<file path="config.mk">
export PLATFORM = sky130hd
export DESIGN_NAME = uart_async_chan
export DESIGN_NICKNAME = d
export VERILOG_FILES = /design/src/rtl/uart_chan_pkg.sv /design/src/rtl/uart_baud_gen.sv /design/src/rtl/uart_tx.sv /design/src/rtl/uart_rx.sv /design/src/rtl/uart_async_chan.sv
export SDC_FILE = /design/constraint.sdc
export NUM_CORES = 1
export LEC_CHECK = 0
export BUFFER_PORTS_ARGS = -buffer_cell sky130_fd_sc_hd__clkbuf_2
export CAP_MARGIN = 20
export CORE_ASPECT_RATIO = 0.8
export CORE_UTILIZATION = 63
export CTS_CLUSTER_SIZE = 25
export DETAILED_ROUTE_END_ITERATION = 8
export PLACE_DENSITY = 0.85
export SETUP_SLACK_MARGIN = 0.1
export SYNTH_ARGS = -nofsm -noshare
export SYNTH_HDL_FRONTEND = slang
export SYNTH_SLANG_ARGS = --single-unit
</file>
<file path="constraint.sdc">
create_clock -name clk -period 7.8 [get_ports clk]
set_input_delay 1.56 -clock clk [delete_from_list [all_inputs] [get_ports clk]]
set_output_delay 1.56 -clock clk [all_outputs]
set_load 0.03 [all_outputs]
</file>
<file path="src/rtl/uart_chan_pkg.sv">
package uart_chan_pkg;
  localparam int DATA_MAX = 9;

  typedef enum logic [1:0] {
    SRC_DIV1  = 2'd0,
    SRC_DIV8  = 2'd1,
    SRC_DIV32 = 2'd2,
    SRC_AUX   = 2'd3
  } clk_src_e;

  typedef enum logic [1:0] {
    RX_IDLE,
    RX_START,
    RX_BITS
  } rx_state_e;

  // Number of data bits for a length code; code 3 falls back to 8.
  function automatic logic [3:0] data_bits(input logic [1:0] code);
    case (code)
      2'd0:    data_bits = 4'd7;
      2'd2:    data_bits = 4'd9;
      default: data_bits = 4'd8;
    endcase
  endfunction
endpackage

</file>
<file path="src/rtl/uart_baud_gen.sv">
module uart_baud_gen
  import uart_chan_pkg::*;
#(
  parameter int DIV_W = 8,
  parameter int PRE_W = 5
) (
  input  logic             clk,
  input  logic             rst,
  input  logic [1:0]       src_sel,
  input  logic             use_ext,
  input  logic             ext_clk,
  input  logic             aux_en,
  input  logic [DIV_W-1:0] div_n,
  output logic             tick
);
  logic [PRE_W-1:0] pre;
  logic [2:0]       ext_sync;
  logic [DIV_W-1:0] cnt;
  logic             src_en, ext_rise, pulse;

  always_ff @(posedge clk) begin
    if (rst) begin
      pre      <= '0;
      ext_sync <= '0;
    end else begin
      pre      <= pre + 1'b1;
      ext_sync <= {ext_sync[1:0], ext_clk};
    end
  end

  assign ext_rise = ext_sync[1] & ~ext_sync[2];

  always_comb begin
    case (clk_src_e'(src_sel))
      SRC_DIV1:  src_en = 1'b1;
      SRC_DIV8:  src_en = (pre[2:0] == 3'd7);
      SRC_DIV32: src_en = (pre == '1);
      default:   src_en = aux_en;
    endcase
  end

  assign pulse = use_ext ? ext_rise : src_en;

  always_ff @(posedge clk) begin
    if (rst) begin
      cnt  <= '0;
      tick <= 1'b0;
    end else begin
      tick <= 1'b0;
      if (pulse) begin
        if (cnt >= div_n) begin
          cnt  <= '0;
          tick <= 1'b1;
        end else begin
          cnt <= cnt + 1'b1;
        end
      end
    end
  end
endmodule

</file>
<file path="src/rtl/uart_tx.sv">
module uart_tx
  import uart_chan_pkg::*;
#(
  parameter int DW = DATA_MAX,
  localparam int FW = DW + 4,
  localparam int LW = $clog2(FW + 1)
) (
  input  logic          clk,
  input  logic          rst,
  input  logic          tick,
  input  logic [1:0]    len,
  input  logic          par_en,
  input  logic          par_odd,
  input  logic          stop2,
  input  logic          irq_on_done,
  input  logic          wr,
  input  logic [DW-1:0] wdata,
  output logic          txd,
  output logic          irq,
  output logic          buf_empty
);
  logic [DW-1:0] hold, dmask;
  logic          hold_full, busy, pbit;
  logic [FW-1:0] sh, frame;
  logic [LW-1:0] left, nbits;
  logic [3:0]    tc, nb;

  always_comb begin
    nb    = data_bits(len);
    dmask = '0;
    for (int i = 0; i < DW; i++)
      if (i < int'(nb)) dmask[i] = hold[i];
    pbit  = (^dmask) ^ par_odd;
    frame = '1;
    frame[0] = 1'b0;
    for (int i = 0; i < DW; i++)
      if (i < int'(nb)) frame[i+1] = hold[i];
    if (par_en) frame[int'(nb) + 1] = pbit;
    nbits = LW'(nb) + LW'(2) + LW'(par_en) + LW'(stop2);
  end

  always_ff @(posedge clk) begin
    if (rst) begin
      hold      <= '0;
      hold_full <= 1'b0;
      sh        <= '1;
      left      <= '0;
      busy      <= 1'b0;
      tc        <= '0;
      irq       <= 1'b0;
    end else begin
      irq <= 1'b0;
      if (wr) begin
        hold      <= wdata;
        hold_full <= 1'b1;
      end
      if (!busy && hold_full) begin
        sh   <= frame;
        left <= nbits;
        busy <= 1'b1;
        tc   <= '0;
        if (!wr) hold_full <= 1'b0;
        if (!irq_on_done) irq <= 1'b1;
      end else if (busy && tick) begin
        tc <= tc + 1'b1;
        if (tc == 4'd15) begin
          sh   <= {1'b1, sh[FW-1:1]};
          left <= left - 1'b1;
          if (left == LW'(1)) begin
            busy <= 1'b0;
            if (irq_on_done && !hold_full) irq <= 1'b1;
          end
        end
      end
    end
  end

  assign txd       = sh[0];
  assign buf_empty = ~hold_full;
endmodule

</file>
<file path="src/rtl/uart_rx.sv">
module uart_rx
  import uart_chan_pkg::*;
#(
  parameter int DW = DATA_MAX
) (
  input  logic          clk,
  input  logic          rst,
  input  logic          tick,
  input  logic [1:0]    len,
  input  logic          par_en,
  input  logic          par_odd,
  input  logic          rxd,
  input  logic          rd,
  input  logic          clr,
  output logic [DW-1:0] data,
  output logic          full,
  output logic          oe,
  output logic          fe,
  output logic          pe,
  output logic          irq
);
  logic [2:0]    rs;
  logic          line, line_prev, pbit, pe_new;
  rx_state_e     st;
  logic [3:0]    tc, idx, nb, stop_idx;
  logic [DW-1:0] sh;

  assign line      = rs[1];
  assign line_prev = rs[2];
  assign nb        = data_bits(len);
  assign stop_idx  = nb + {3'b000, par_en};
  assign pe_new    = par_en & ((^sh) ^ pbit ^ par_odd);

  always_ff @(posedge clk) begin
    if (rst) begin
      rs   <= '1;
      st   <= RX_IDLE;
      tc   <= '0;
      idx  <= '0;
      sh   <= '0;
      pbit <= 1'b0;
      data <= '0;
      full <= 1'b0;
      oe   <= 1'b0;
      fe   <= 1'b0;
      pe   <= 1'b0;
      irq  <= 1'b0;
    end else begin
      rs  <= {rs[1:0], rxd};
      irq <= 1'b0;
      if (rd) begin
        full <= 1'b0;
        oe   <= 1'b0;
        fe   <= 1'b0;
        pe   <= 1'b0;
      end
      if (clr) begin
        oe <= 1'b0;
        fe <= 1'b0;
        pe <= 1'b0;
      end
      case (st)
        RX_IDLE: begin
          if (line_prev && !line) begin
            st <= RX_START;
            tc <= '0;
          end
        end
        RX_START: begin
          if (tick) begin
            tc <= tc + 1'b1;
            if (tc == 4'd7) begin
              if (line) st <= RX_IDLE;
              else begin
                st  <= RX_BITS;
                idx <= '0;
                sh  <= '0;
              end
            end
          end
        end
        default: begin
          if (tick) begin
            tc <= tc + 1'b1;
            if (tc == 4'd7) begin
              idx <= idx + 1'b1;
              if (idx < nb) sh[idx] <= line;
              else if (idx != stop_idx) pbit <= line;
              else begin
                st <= RX_IDLE;
                if (!full || rd) begin
                  data <= sh;
                  full <= 1'b1;
                  fe   <= ~line;
                  pe   <= pe_new;
                  oe   <= 1'b0;
                  irq  <= 1'b1;
                end else begin
                  oe <= 1'b1;
                end
              end
            end
          end
        end
      endcase
    end
  end
endmodule

</file>
<file path="src/rtl/uart_async_chan.sv">
module uart_async_chan
  import uart_chan_pkg::*;
#(
  parameter int DW    = DATA_MAX,
  parameter int DIV_W = 8
) (
  input  logic             clk,
  input  logic             rst,
  input  logic [1:0]       clk_src,
  input  logic             ext_sel,
  input  logic             ext_clk,
  input  logic             aux_en,
  input  logic [DIV_W-1:0] brg_n,
  input  logic [1:0]       char_len,
  input  logic             par_en,
  input  logic             par_odd,
  input  logic             stop2,
  input  logic             tx_irq_done,
  input  logic             tx_wr,
  input  logic [DW-1:0]    tx_data,
  output logic             tx_buf_empty,
  output logic             txd,
  input  logic             rxd,
  input  logic             rx_rd,
  input  logic             err_clr,
  output logic [DW-1:0]    rx_data,
  output logic             rx_full,
  output logic             rx_irq,
  output logic             tx_irq,
  output logic             err_overrun,
  output logic             err_frame,
  output logic             err_parity,
  output logic             err_sum
);
  logic tick;

  uart_baud_gen #(.DIV_W(DIV_W)) u_bgen (
    .clk(clk), .rst(rst), .src_sel(clk_src), .use_ext(ext_sel),
    .ext_clk(ext_clk), .aux_en(aux_en), .div_n(brg_n), .tick(tick)
  );

  uart_tx #(.DW(DW)) u_tx (
    .clk(clk), .rst(rst), .tick(tick), .len(char_len), .par_en(par_en),
    .par_odd(par_odd), .stop2(stop2), .irq_on_done(tx_irq_done),
    .wr(tx_wr), .wdata(tx_data), .txd(txd), .irq(tx_irq),
    .buf_empty(tx_buf_empty)
  );

  uart_rx #(.DW(DW)) u_rx (
    .clk(clk), .rst(rst), .tick(tick), .len(char_len), .par_en(par_en),
    .par_odd(par_odd), .rxd(rxd), .rd(rx_rd), .clr(err_clr),
    .data(rx_data), .full(rx_full), .oe(err_overrun), .fe(err_frame),
    .pe(err_parity), .irq(rx_irq)
  );

  assign err_sum = err_overrun | err_frame | err_parity;
endmodule

</file>
Word-level counts from Yosys, hierarchy flattened:

Index checks and enable logic that the tools add are counted.

* add/subtract/negate cells: 11
* magnitude comparators: 15
* eq/ne operators: 16
* multiplexer cells: 106
* bitwise gates (word level): 17
* reductions and logical operators: 34

Operators with widths (number)
* 1-bit two-way mux: 67
* 9-bit two-way mux: 6
* 13-bit two-way mux: 4
* 4-bit two-way mux: 11
* 32-bit by 1-bit greater-or-equal comparator with 1-bit output (second input constant): 1
* 32-bit by 6-bit < comparator with 1-bit output (second input constant): 1
* 9-bit one-hot mux with 2 select lines: 1
* 9-bit XOR reduction: 2
* 3-bit by 4-bit < comparator with 1-bit output (first input constant): 4
* 2-bit two-way mux: 8
* 4-bit one-hot mux with 2 select lines: 2
* 13-bit bitwise mux: 1
* 4-bit by 1-bit adder with 4-bit output: 3
* 4-bit by 1-bit adder with 4-bit output (second input constant): 3
* 2-bit nonzero test: 6
* 1-bit inverter: 10
* 5-bit AND reduction: 2
* 9-bit bitwise mux: 1
* 8-bit by 1-bit adder with 8-bit output (second input constant): 1
* 1-bit demux with 4-bit select: 2
* 8-bit greater-or-equal comparator: 1
* 1-bit by 4-bit < comparator with 1-bit output (first input constant): 2
* 2-bit by 4-bit < comparator with 1-bit output (first input constant): 2
* 8-bit two-way mux: 1
* 35 further kinds: 57

* bits in registers: 87
* bits of input ports: 34
* output and inout bits: 18
* logic and storage cells: 222

Longest topological paths before layout:

* depth after elaboration: 10
* depth in mapped cells: 11
* depth with buffers taken out: 10

Hierarchy:

A second synthesis with hierarchy kept.

* cell total of the unflattened synthesis: 500
* area, all modules: 4563.1 um2

Modules (own cells, without submodules)
* uart_rx: instances 1, cells an instance 205, area an instance 1916.8 um2, sequential area each 740.7 um2
* uart_tx: instances 1, cells an instance 184, area an instance 1626.6 um2, sequential area each 660.6 um2
* uart_baud_gen: instances 1, cells an instance 110, area an instance 1013.5 um2, sequential area each 340.3 um2
* uart_async_chan: instances 1, cells an instance 1, area an instance 6.3 um2, sequential area each 0.0 um2

Least setup slack after synthesis:

Ideal clock, no wire load.

* path type: input port to flip-flop
* start point: input port char_len[1]
* end point: register u_rx.data[2]
* library setup time: 128 ps
* data arrival time: 3414 ps
* required time: 7672 ps
* slack: 4258 ps
* cell stages on the path: 10
* path buffers: 1
* cell sequence: nor2_1 > inv_1 > ha_1 > o21a_1 > o2bb2ai_1 > nand3b_2 > nand2b_4 > buf_6 > mux2i_1 > nor2_1

* cells in the longest elaborated chain, start to end: 6
* elaborated cells between the ends (all ways): 9
* those cells by class: add/sub: 1; order compare: 1; eq/ne: 2; mux: 1; bitwise: 2; reduce/logical: 2

RTL lines
* from (decl): RTL line uart_async_chan.sv:14 `input logic [1:0] char_len,`
* 2-bit equality test / 2-bit logical NOT (equally long branches): RTL line uart_chan_pkg.sv:19 `case (code)`
* 4-bit one-hot mux with 2 select lines *: RTL line uart_chan_pkg.sv:19
* 4-bit by 1-bit adder with 4-bit output: RTL line uart_rx.sv:31 `assign stop_idx = nb + {3'b000, par_en};`
* 4-bit inequality test: RTL line uart_rx.sv:88 `else if (idx != stop_idx) pbit <= line;`
* 1-bit inverter (no line)
* 6-bit AND reduction (no line) *
* to (signal assigned): RTL line uart_rx.sv:92 `data <= sh;`
* to (decl): RTL line uart_rx.sv:15 `output logic [DW-1:0] data,`

Every way passes the cells marked *; elsewhere a longest branch is shown, timed or not.
A chain may end at the register's enable or synchronous reset.

Final worst setup path:

* start point: input port char_len[0]
* end point: register u_rx.sh[0]

* cells in the longest elaborated chain, start to end: 5
* elaborated cells between the ends (all ways): 6
* those cells by class: order compare: 1; eq/ne: 1; mux: 1; reduce/logical: 3

RTL lines
* 2-bit equality test / 2-bit logical NOT (equally long branches): RTL line uart_chan_pkg.sv:19
* 4-bit one-hot mux with 2 select lines *: RTL line uart_chan_pkg.sv:19
* 4-bit < comparator *: RTL line uart_rx.sv:87 `if (idx < nb) sh[idx] <= line;`
* 2-bit nonzero test (no line) *
* 5-bit AND reduction (no line) *
* to (signal, indexed assignment): RTL line uart_rx.sv:87
* to (decl): RTL line uart_rx.sv:26 `logic [DW-1:0] sh;`

Marked as above.

==> key figures <==
Die
  • Die X: 95.2 um
  • # IOs: 52
  • # rows: 26
  • Chip height: 76.6 um
  • Initial Util: 67.0%
  • Core region area: 0.00654 mm2
  • Die ar.: 0.00729 mm2

STA
  • Final Cycle Share: 50.2%
  • Min Tclk post-route: 3.91 ns
  • WHS: 0.439 ns
  • Unrepaired setup endpoints after global routing: false
  • Relative max-transition margin: 41.0%
  • Setup violators final: 0
  • Worst slew pin tran: 0.884 ns
  • Final Max Slew Viols: 0
  • Sum Neg Setup Slack: 0 ns
  • Hold Violations, Final: 0
  • Worst Skew: 0.00987 ns
  • Fmax achieved: 256 MHz

Clock network
  • Clk_lat worst skew: 0.35 ns
  • Htree depth: 3
  • Root Buffer: clkbuf_8
  • Post-CTS Setup Bufs: 0
  • Num Clock Sinks: 87
  • Hold buffer count at cts: 0
  • TritonCTS Buffers: 9
  • Post_cts resized: 0
  • Clk buf depth: 2
  • CTS clk-pin slew, worst paths: 0.08 ns
  • TritonCTS clock tree: built

Power
  • Overall Power: 903 uW
  • Worst VDD drop: 0.187 mV
  • Static leakage: 2.13 nW
  • Power Density: 185 mW/mm2

Synthesis
  • Top-area cell type share of the netlist area: 39.8%
  • Synth area leader: dfxtp_1
  • Simple-gate share of the synthesized area: 25.1%
  • Synth warn: 0
  • Adder-cell area share of the yosys netlist: 8.17%
  • Syn Inst Count: 512
  • Sequential-to-total area share from yosys stat: 39.8%
  • Synth Net Count: 574
  • EDFF count, synth: 0
  • Share of flip-flops with an asynchronous set or reset: 0%
  • Post-synthesis compound-gate area fraction: 11.6%
  • Main combinational cell family by area after synthesis: simple AND/OR/NAND/NOR gates
  • Cell variety after synth: 56
  • Most area-consuming cells after synthesis: dfxtp_1, ha_1, nor2_1
  • Xor/xnor share of the synthesized area: 6.20%
  • Mean Syn Cell Area: 8.55 um2
  • Post-synthesis mux area share: 5.29%
  • Ys flop type: dfxtp_1
  • Synthesized area: 0.00438 mm2
  • Yosys reg bits: 87

Setup path
  • Worst path cell trace: clkbuf_2 > nor2_1 > inv_1 > ha_1 > o21a_1 > o2bb2ai_1 > nand3_1 > nor4_1 > nand2_1 > o21ai_0
  • R2R cell count: 7
  • CP required: 8.08 ns
  • Worst path slowest cell: nor4_1
  • Worst R2R Setup Slack: 5.16 ns
  • Crit-path max FO: 7
  • Beginning of the worst register-to-register path: u_rx.idx[2]
  • CP Launch Type: primary input
  • Critical R2R Capture: u_rx.sh[0]
  • Setup CP Type: primary input to register
  • Crit end category: register
  • WP data arrival: 4.19 ns
  • Slowest stage delay, CP: 0.63 ns

Drt
  • Vias per cell: 5.60
  • DR pass1 iterations: 5
  • Total length of routed wires: 8.71 mm
  • DRC: 0
  • Via count: 3581
  • DR WL/cell: 13.6 um
  • WL met2: 4.17 mm
  • Initial DRC count: 293
  • Antenna-violating nets left: 0
  • Max Used Layer: met4
  • Metal-1 WL: 4.08 mm
  • Routed wl met3: 337 um

Layout
  • Post-route cell area: 0.00487 mm2
  • Layout cells sized above 1: 15.0%
  • Layout area overhead: 11.3%
  • Most frequent cells in the layout: dfxtp_1, nor2_1, clkbuf_2, nand2_1, ha_1
  • Fin nets: 612
  • Filler cells: 476
  • Final Util: 74.5%
  • Number of diodes: 0
  • Commonest non-fill, non-tap cell in the layout: dfxtp_1

GRT
  • First-pass GRT wire length: 14.7 mm
  • Congestion Overflow GR: 0
  • Initial antenna violation count: 0
  • Pin count of the biggest net entering global routing: 64
  • Vias in the first global route: 3345
  • Total GRT Usage: 25.5%

Place
  • Placement Cell Area: 0.00464 mm2
  • GPL Wtd Cong: 0.812
  • Buffers on Ports: 51
  • DP HPWL: 6.01 mm

Min path
  • Hold path depth: 1
  • Hold Crit Class: register to register
  • Hold worst-path end: u_rx.rs[1]
  • Worst hold path startpoint: u_rx.rs[0]

Run
  • Max cap viols: 0

Run status
  • Status: complete, no violations
kinds of logic (layout without fill, tap and decap cells):
family                   after synthesis  after routing
AND/OR/NAND/NOR                      218            218
multiplexers                          23             23
XOR/XNOR                              31             31
adder cells (fa/ha/maj)               28             28
buffers and inverters                 42             85
AO/OA/AOI/OAI                         83             83
flip-flops                            87             87
cells in the mapped netlist, drive strengths merged, types with 3 or more instances:
library cell / n
dfxtp: 87
nor2: 68
nand2: 50
ha: 27
a21oi: 26
xnor2: 24
mux2i: 22
clkbuf: 20
o21ai: 20
inv: 17
nand3: 14
a31oi: 13
nand2b: 13
or2: 11
nor2b: 10
nor4: 10
and3: 9
nor3: 8
nor3b: 7
xor2: 7
o21a: 6
buf: 5
nand3b: 4
a211oi: 3
and2: 3
nand4: 3
nor4b: 3
o211ai: 3
area by class of cell:
class / count / area [um2] / share of cell area [%]
multi-input combinational: 383 / 2470 / 50.6
timing repair buffer: 52 / 263 / 5.39
tap: 84 / 105 / 2.16
clock buffer: 12 / 155 / 3.18
clock inverter: 4 / 77.6 / 1.59
sequential: 87 / 1740 / 35.7
inverter: 17 / 63.8 / 1.31
registers in the layout (all words and copies together) (netlist names), 2 cells and up:
signal	flops
u_bgen.cnt	8
u_bgen.ext_sync	3
u_bgen.pre	5
u_rx.data	9
u_rx.idx	4
u_rx.rs	3
u_rx.sh	9
u_rx.st	2
u_rx.tc	4
u_tx.hold	9
u_tx.left	4
u_tx.sh	13
u_tx.tc	4
worst max path at each step:
stage	startpoint	to	depth (start not counted)
after floorplan	char_len[1]	u_rx.data[2]	10
after global placement	char_len[0]	u_rx.sh[1]	10
after detailed placement	char_len[0]	u_rx.sh[2]	10
after CTS	char_len[0]	u_rx.sh[0]	10
after global routing	char_len[0]	u_rx.sh[0]	10
final	char_len[0]	u_rx.sh[0]	10
layer usage:
metal	vias to the layer above	global-route usage [%]
li1	1827	-
met1	1668	32.0
met2	74	41.9
met3	12	6.49
met4	0	9.09
met5	-	0
per-stage QoR:
stage | worst slack (ns) | instances
after global placement | 3.91 | 623
after global routing | 3.61 | 639
after floorplan | 4.26 | 512
final | 3.89 | 639
after detailed placement | 3.73 | 623
after CTS | 3.94 | 639
where the power goes:
group	switching, mW	leakage (nW)	total [mW]	internal [mW]
combinational	0.0447	1.31	0.0817	0.0370
sequential	0.0110	0.708	0.467	0.456
clock	0.154	0.117	0.353	0.199
worst max-delay path, delay by kind of cell:
family | cells | cell delay, ns
buf+inv | 2 | 0.27
compound gates | 3 | 0.72
simple gates | 4 | 1.34
fa+ha+maj | 1 | 0.30
Note: power is estimated with default switching activity, not from simulation.
